### src/rtl/mbx_pkg.sv
package mbx_pkg;
  localparam int ST_VLD = 0;   // incoming word waiting
  localparam int ST_RDY = 1;   // outgoing queue has space
  localparam int ST_WOF = 2;   // sticky write overflow
  localparam int ST_ROE = 3;   // sticky read on empty
  localparam int ST_W   = 4;
endpackage

### src/rtl/mbx_rst_sync.sv
module mbx_rst_sync (
  input  logic clk,
  input  logic arst_n,
  output logic rst_n_out
);
  logic [1:0] sync_q;
  logic [1:0] sync_d;

  always_comb begin
    sync_d = {sync_q[0], 1'b1};
  end

  always_ff @(posedge clk or negedge arst_n) begin
    if (!arst_n) sync_q <= 2'b00;
    else         sync_q <= sync_d;
  end

  assign rst_n_out = sync_q[1];
endmodule

### src/rtl/mbx_fifo.sv
module mbx_fifo #(
  parameter int W     = 32,
  parameter int DEPTH = 8
) (
  input  logic         clk,
  input  logic         rst_n,
  input  logic         push,
  input  logic [W-1:0] push_data,
  input  logic         pop,
  output logic [W-1:0] head,
  output logic         empty,
  output logic         full
);
  localparam int AW = (DEPTH > 1) ? $clog2(DEPTH) : 1;
  localparam int CW = $clog2(DEPTH + 1);
  localparam logic [AW-1:0] LAST = AW'(DEPTH - 1);
  localparam logic [CW-1:0] FULL_CNT = CW'(DEPTH);

  logic [W-1:0]  mem [DEPTH];
  logic [AW-1:0] wp_q, wp_d, rp_q, rp_d;
  logic [CW-1:0] cnt_q, cnt_d;
  logic          push_ok, pop_ok;

  // Full/empty are taken from the registered count, i.e. before the edge.
  assign empty   = (cnt_q == '0);
  assign full    = (cnt_q == FULL_CNT);
  assign push_ok = push && !full;
  assign pop_ok  = pop && !empty;
  assign head    = mem[rp_q];

  always_comb begin
    wp_d  = wp_q;
    rp_d  = rp_q;
    cnt_d = cnt_q;
    if (push_ok) wp_d = (wp_q == LAST) ? '0 : wp_q + 1'b1;
    if (pop_ok)  rp_d = (rp_q == LAST) ? '0 : rp_q + 1'b1;
    if (push_ok && !pop_ok)      cnt_d = cnt_q + 1'b1;
    else if (pop_ok && !push_ok) cnt_d = cnt_q - 1'b1;
  end

  always_ff @(posedge clk or negedge rst_n) begin
    if (!rst_n) begin
      wp_q  <= '0;
      rp_q  <= '0;
      cnt_q <= '0;
    end else begin
      wp_q  <= wp_d;
      rp_q  <= rp_d;
      cnt_q <= cnt_d;
    end
  end

  // Storage carries no reset; contents only matter once counted valid.
  always_ff @(posedge clk) begin
    if (push_ok) mem[wp_q] <= push_data;
  end
endmodule

### src/rtl/mbx_side.sv
module mbx_side
  import mbx_pkg::*;
#(
  parameter int W = 32
) (
  input  logic            clk,
  input  logic            rst_n,
  input  logic            wr_en,
  input  logic            out_full,
  input  logic            rd_en,
  input  logic            in_empty,
  input  logic [W-1:0]    in_head,
  input  logic            st_wr,
  output logic [W-1:0]    rd_data,
  output logic [ST_W-1:0] status,
  output logic            irq
);
  logic wof_q, wof_d, roe_q, roe_d;

  // Set has priority over the status-write clear.
  always_comb begin
    wof_d = (st_wr ? 1'b0 : wof_q) | (wr_en & out_full);
    roe_d = (st_wr ? 1'b0 : roe_q) | (rd_en & in_empty);
  end

  always_ff @(posedge clk or negedge rst_n) begin
    if (!rst_n) begin
      wof_q <= 1'b0;
      roe_q <= 1'b0;
    end else begin
      wof_q <= wof_d;
      roe_q <= roe_d;
    end
  end

  always_comb begin
    status         = '0;
    status[ST_VLD] = !in_empty;
    status[ST_RDY] = !out_full;
    status[ST_WOF] = wof_q;
    status[ST_ROE] = roe_q;
  end

  assign rd_data = in_empty ? '0 : in_head;
  assign irq     = !in_empty | wof_q | roe_q;
endmodule

### src/rtl/mbx_pair.sv
module mbx_pair
  import mbx_pkg::*;
#(
  parameter int DATA_W = 32,
  parameter int DEPTH  = 8
) (
  input  logic              clk,
  input  logic              arst_n,
  input  logic              a_wr_en,
  input  logic [DATA_W-1:0] a_wr_data,
  input  logic              a_rd_en,
  output logic [DATA_W-1:0] a_rd_data,
  input  logic              a_st_wr,
  output logic [ST_W-1:0]   a_status,
  output logic              a_irq,
  input  logic              b_wr_en,
  input  logic [DATA_W-1:0] b_wr_data,
  input  logic              b_rd_en,
  output logic [DATA_W-1:0] b_rd_data,
  input  logic              b_st_wr,
  output logic [ST_W-1:0]   b_status,
  output logic              b_irq
);
  localparam int NSIDE = 2;

  logic              rst_n_sync;
  logic [NSIDE-1:0]  wr_en_v, rd_en_v, st_wr_v, full_v, empty_v, irq_v;
  logic [DATA_W-1:0] wr_data_v [NSIDE];
  logic [DATA_W-1:0] head_v    [NSIDE];
  logic [DATA_W-1:0] rd_data_v [NSIDE];
  logic [ST_W-1:0]   status_v  [NSIDE];

  mbx_rst_sync u_rst (
    .clk       (clk),
    .arst_n    (arst_n),
    .rst_n_out (rst_n_sync)
  );

  assign wr_en_v      = {b_wr_en, a_wr_en};
  assign rd_en_v      = {b_rd_en, a_rd_en};
  assign st_wr_v      = {b_st_wr, a_st_wr};
  assign wr_data_v[0] = a_wr_data;
  assign wr_data_v[1] = b_wr_data;

  // Queue s carries words written by side s toward side 1-s.
  for (genvar s = 0; s < NSIDE; s++) begin : g_side
    mbx_fifo #(.W(DATA_W), .DEPTH(DEPTH)) u_fifo (
      .clk       (clk),
      .rst_n     (rst_n_sync),
      .push      (wr_en_v[s]),
      .push_data (wr_data_v[s]),
      .pop       (rd_en_v[1-s]),
      .head      (head_v[s]),
      .empty     (empty_v[s]),
      .full      (full_v[s])
    );

    mbx_side #(.W(DATA_W)) u_regs (
      .clk      (clk),
      .rst_n    (rst_n_sync),
      .wr_en    (wr_en_v[s]),
      .out_full (full_v[s]),
      .rd_en    (rd_en_v[s]),
      .in_empty (empty_v[1-s]),
      .in_head  (head_v[1-s]),
      .st_wr    (st_wr_v[s]),
      .rd_data  (rd_data_v[s]),
      .status   (status_v[s]),
      .irq      (irq_v[s])
    );
  end

  assign a_rd_data = rd_data_v[0];
  assign b_rd_data = rd_data_v[1];
  assign a_status  = status_v[0];
  assign b_status  = status_v[1];
  assign a_irq     = irq_v[0];
  assign b_irq     = irq_v[1];
endmodule

### config.mk
export PLATFORM = sky130hd
export DESIGN_NAME = mbx_pair
export DESIGN_NICKNAME = d
export VERILOG_FILES = /design/src/rtl/mbx_pkg.sv /design/src/rtl/mbx_rst_sync.sv /design/src/rtl/mbx_fifo.sv /design/src/rtl/mbx_side.sv /design/src/rtl/mbx_pair.sv
export SDC_FILE = /design/constraint.sdc
export NUM_CORES = 1
export LEC_CHECK = 0
export BUFFER_PORTS_ARGS = -buffer_cell sky130_fd_sc_hd__buf_2
export CAP_MARGIN = 40
export CORE_MARGIN = 10
export CORE_UTILIZATION = 30
export DETAILED_ROUTE_END_ITERATION = 10
export GPL_TIMING_DRIVEN = 1
export HOLD_SLACK_MARGIN = 0.15
export SYNTH_ARGS = -nofsm -noshare
export SYNTH_HDL_FRONTEND = slang
export SYNTH_HIERARCHICAL = 1
export SYNTH_SLANG_ARGS = --single-unit
### constraint.sdc
create_clock -name clk -period 5.5 [get_ports clk]
set_input_delay 0.55 -clock clk [delete_from_list [all_inputs] [get_ports clk]]
set_output_delay 0.55 -clock clk [all_outputs]
set_load 0.02 [all_outputs]
==> results by group <==
Clock tree
  • Clock-pin slew on the worst setup and hold paths: 0.06 ns
  • CTS tree: yes
  • Skew-Pair Late Insertion Delay: 0.60 ns
  • Setup Fix Bufs, Post-CTS: 0
  • Root buf cell: clkbuf_16
  • Clock sinks: 538
  • CTS HTree Levels: 2
  • TritonCTS Buffers: 59
  • Max Root-Sink Buffers: 3

Drt
  • Initial DRC Count: 691
  • Routed wire length: 44700 µm
  • DR WL/cell: 20.8 µm
  • DR pass1 iterations: 4
  • Drc violations: 0
  • Via count: 9843
  • Routed Antenna Nets: 0
  • Average vias per placed instance: 4.57

Synth
  • Post-synthesis mux area share: 17.7%
  • Area of the mapped netlist: 0.0213 mm²
  • Synth Area in Simple Gates: 3.27%
  • XOR/XNOR Fraction of Synth Area: 0.165%
  • Main combinational cell family by area after synthesis: multiplexers
  • Yosys cell types: 36
  • Syn Area/Cell: 22.0 µm²
  • Synthesis Warnings: 6
  • Post-synthesis cell count: 967
  • Post-Syn Nets: 1055
  • Yosys reg bits: 538
  • Sequential share of the synthesized area: 75.4%
  • Post-Synth Adder-Cell Area: 1.01%
  • Synth Area in Compound Gates: 0.812%

Placed design
  • DP Area: 0.0233 mm²
  • I/O Buffers: 145
  • Hpwl dp: 25200 µm
  • Placer congestion estimate: 0.706

Global routing
  • Overall routing resource usage: 10.8%
  • Initial antenna violation count: 7
  • Gr ovfl total: 0
  • Vias in the first global route: 10687
  • Largest net degree at the start of global routing: 37
  • First-pass GRT wire length: 67600 µm

Cells and area
  • Area added between synthesis and finish: 19.1%
  • Nets@finish: 1248
  • Post-Layout Inst Area: 0.0253 mm²
  • Commonest cells after routing, fill and taps aside: edfxtp_1, buf_2, mux4_2
  • Share of cells above drive strength 1: 40.6%
  • Most common cell after layout, fill and taps aside: edfxtp_1
  • Post-layout util: 36.1%
  • Fillcell total: 6540

Status
  • Status: complete, no violations

Timing
  • Final Cycle Share: 68.4%
  • Setup violators final: 0
  • Slew of the pin with the lowest slew margin: 0.625 ns
  • Setup TNS: 0 ns
  • RSZ-0062 raised after global routing: no
  • Fin Clk Skew: 0.0212 ns
  • Tmin final: 3.76 ns
  • FMAX: 266 MHz
  • Final slew viol count: 0
  • Rel. slew slack: 58.4%
  • Final count of hold timing violations: 0

Hold path
  • Worst min path class: in2reg

Critical path
  • Setup CP Type: reg2out
  • CP Capture Type: output port
  • Required time of the critical path: 4.95 ns
  • Crit-path max FO: 27
  • Startpoint Class: flop
  • WP data arrival: 3.21 ns

Die
  • # IOs: 146
  • Die extent in x: 286 µm
  • Die Span Y: 286 µm
  • Core Box Area: 0.0701 mm²
  • Rows: 97
  • Die Area: 0.0819 mm²
  • Initial cell density of the core: 30.3%

Job
  • Maxcap violations: 0

Pwr
  • P_leak: 8.33 nW
  • Design Power: 14.2 mW
  • P per Cell Area: 561 mW/mm²
  • Peak VDD IR: 0.000427 V
## Yosys cell counts
| cell type | instances | area share [%] |
|---|---|---|
| nor2b_1 | 62 | 1.8 |
| o211ai_1 | 4 | 0.14 |
| o21ai_0 | 6 | 0.14 |
| nor4_1 | 4 | 0.12 |
| nand3b_1 | 2 | 0.071 |
| mux2_2 | 70 | 3.7 |
| buf_2 | 12 | 0.28 |
| buf_4 | 6 | 0.21 |
| or3_1 | 2 | 0.059 |
| mux2i_1 | 2 | 0.094 |
| nand2b_1 | 4 | 0.12 |
| xnor2_1 | 4 | 0.16 |
| clkbuf_1 | 16 | 0.28 |
| or4b_1 | 2 | 0.094 |
| a2111o_1 | 2 | 0.11 |
| conb_1 | 1 | 0.018 |
| edfxtp_1 | 512 | 72 |
| nor2_1 | 8 | 0.14 |
| o41ai_4 | 2 | 0.26 |
| ha_1 | 14 | 0.82 |
| dfrtp_1 | 26 | 3.1 |
| buf_6 | 9 | 0.48 |
| a21o_1 | 2 | 0.071 |
| or4_1 | 2 | 0.071 |
| and2b_1 | 2 | 0.071 |
| mux4_2 | 128 | 14 |
| a21oi_1 | 4 | 0.094 |
| inv_1 | 14 | 0.25 |
| nand2_1 | 10 | 0.18 |
| buf_8 | 1 | 0.071 |
| mux2_1 | 6 | 0.32 |
| nand3_1 | 8 | 0.19 |
| nand2_2 | 2 | 0.059 |
| fa_1 | 2 | 0.19 |
| buf_1 | 4 | 0.071 |
| nor3_1 | 12 | 0.28 |
## stage by stage
| step | setup slack (ns) | hold slack [ns] | instances |
|---|---|---|---|
| after floorplan | 1.12 | 0.254 | 967 |
| after global placement | 2.10 | 0.334 | 2030 |
| after detailed placement | 2.26 | 0.238 | 2036 |
| after CTS | 1.61 | 0.170 | 2150 |
| after global routing | 1.50 | 0.193 | 2151 |
| final | 1.74 | 0.209 | 2154 |
## flip-flops by register name (all words and copies together) (netlist names)
signal / count
u_rst/sync_q: 2
g_side.u_regs/roe_q: 2
g_side.u_regs/wof_q: 2
g_side.u_fifo/mem: 512
g_side.u_fifo/rp_q: 6
g_side.u_fifo/wp_q: 6
g_side.u_fifo/cnt_q: 8
## final cells by class
cell class	instances	area (µm²)	share of cell area, %
clock buffers	67	1530	6.03
well taps	940	1180	4.64
clock inverters	44	442	1.74
diodes	4	10.0	0.0395
multi-input cells	367	4990	19.7
flip-flops and latches	538	16000	63.3
repair buffers	180	1090	4.30
inverters	14	52.6	0.208
## power breakdown
group	internal, mW	leakage, nW	total, mW	switching, mW
clock	2.37	0.967	3.95	1.58
combinational	2.16	2.40	4.70	2.54
sequential	5.18	4.96	5.56	0.380
total	9.71	8.33	14.2	4.49
## worst max-delay path, stage by stage, from the launching register on
cell     delay (ns)
dfrtp_4        0.79
buf_16         0.29
buf_4          0.37
mux4_2         0.54
mux2_2         0.27
nor2b_1        0.14
buf_2          0.19
## per-layer routing
layer | global-route usage (%) | vias to the layer above | part of all wire, %
met2 | 18.8 | 253 | 51
met4 | 2.86 | 12 | 2.0
li1 | - | 4377 | -
met3 | 2.88 | 75 | 6.2
met1 | 13.0 | 5126 | 40
met5 | 0 | - | 0.17
## path summary, 6_finish.rpt
check,startpoint,end,slack (ns),depth (start not counted)
setup / recovery,g_side[1].u_fifo/rp_q[0],a_rd_data[19],1.74,6
hold / removal,a_wr_data[25],g_side[0].u_fifo/mem[2][25],0.21,1
setup reg to reg,g_side[1].u_fifo/cnt_q[0],g_side[1].u_fifo/cnt_q[3],2.46,9
hold reg to reg,u_rst/sync_q[1],g_side[0].u_regs/roe_q,0.22,0
max in group asynchronous,u_rst/sync_q[1],g_side[0].u_fifo/rp_q[0],4.82,1
min in group asynchronous,u_rst/sync_q[1],g_side[0].u_regs/roe_q,0.22,0
## kinds of logic after synthesis
family,after synthesis
mux,206
buf+inv,62
other cells,1
flops,538
simple gates,120
xor+xnor,4
fa+ha+maj,16
compound gates,20
## what timing repair did
item                      CTS  global route
hold endpoints to repair    6             0
resized for setup           0             0
hold buffers                3             0
Power figures use the tool's default switching activity.
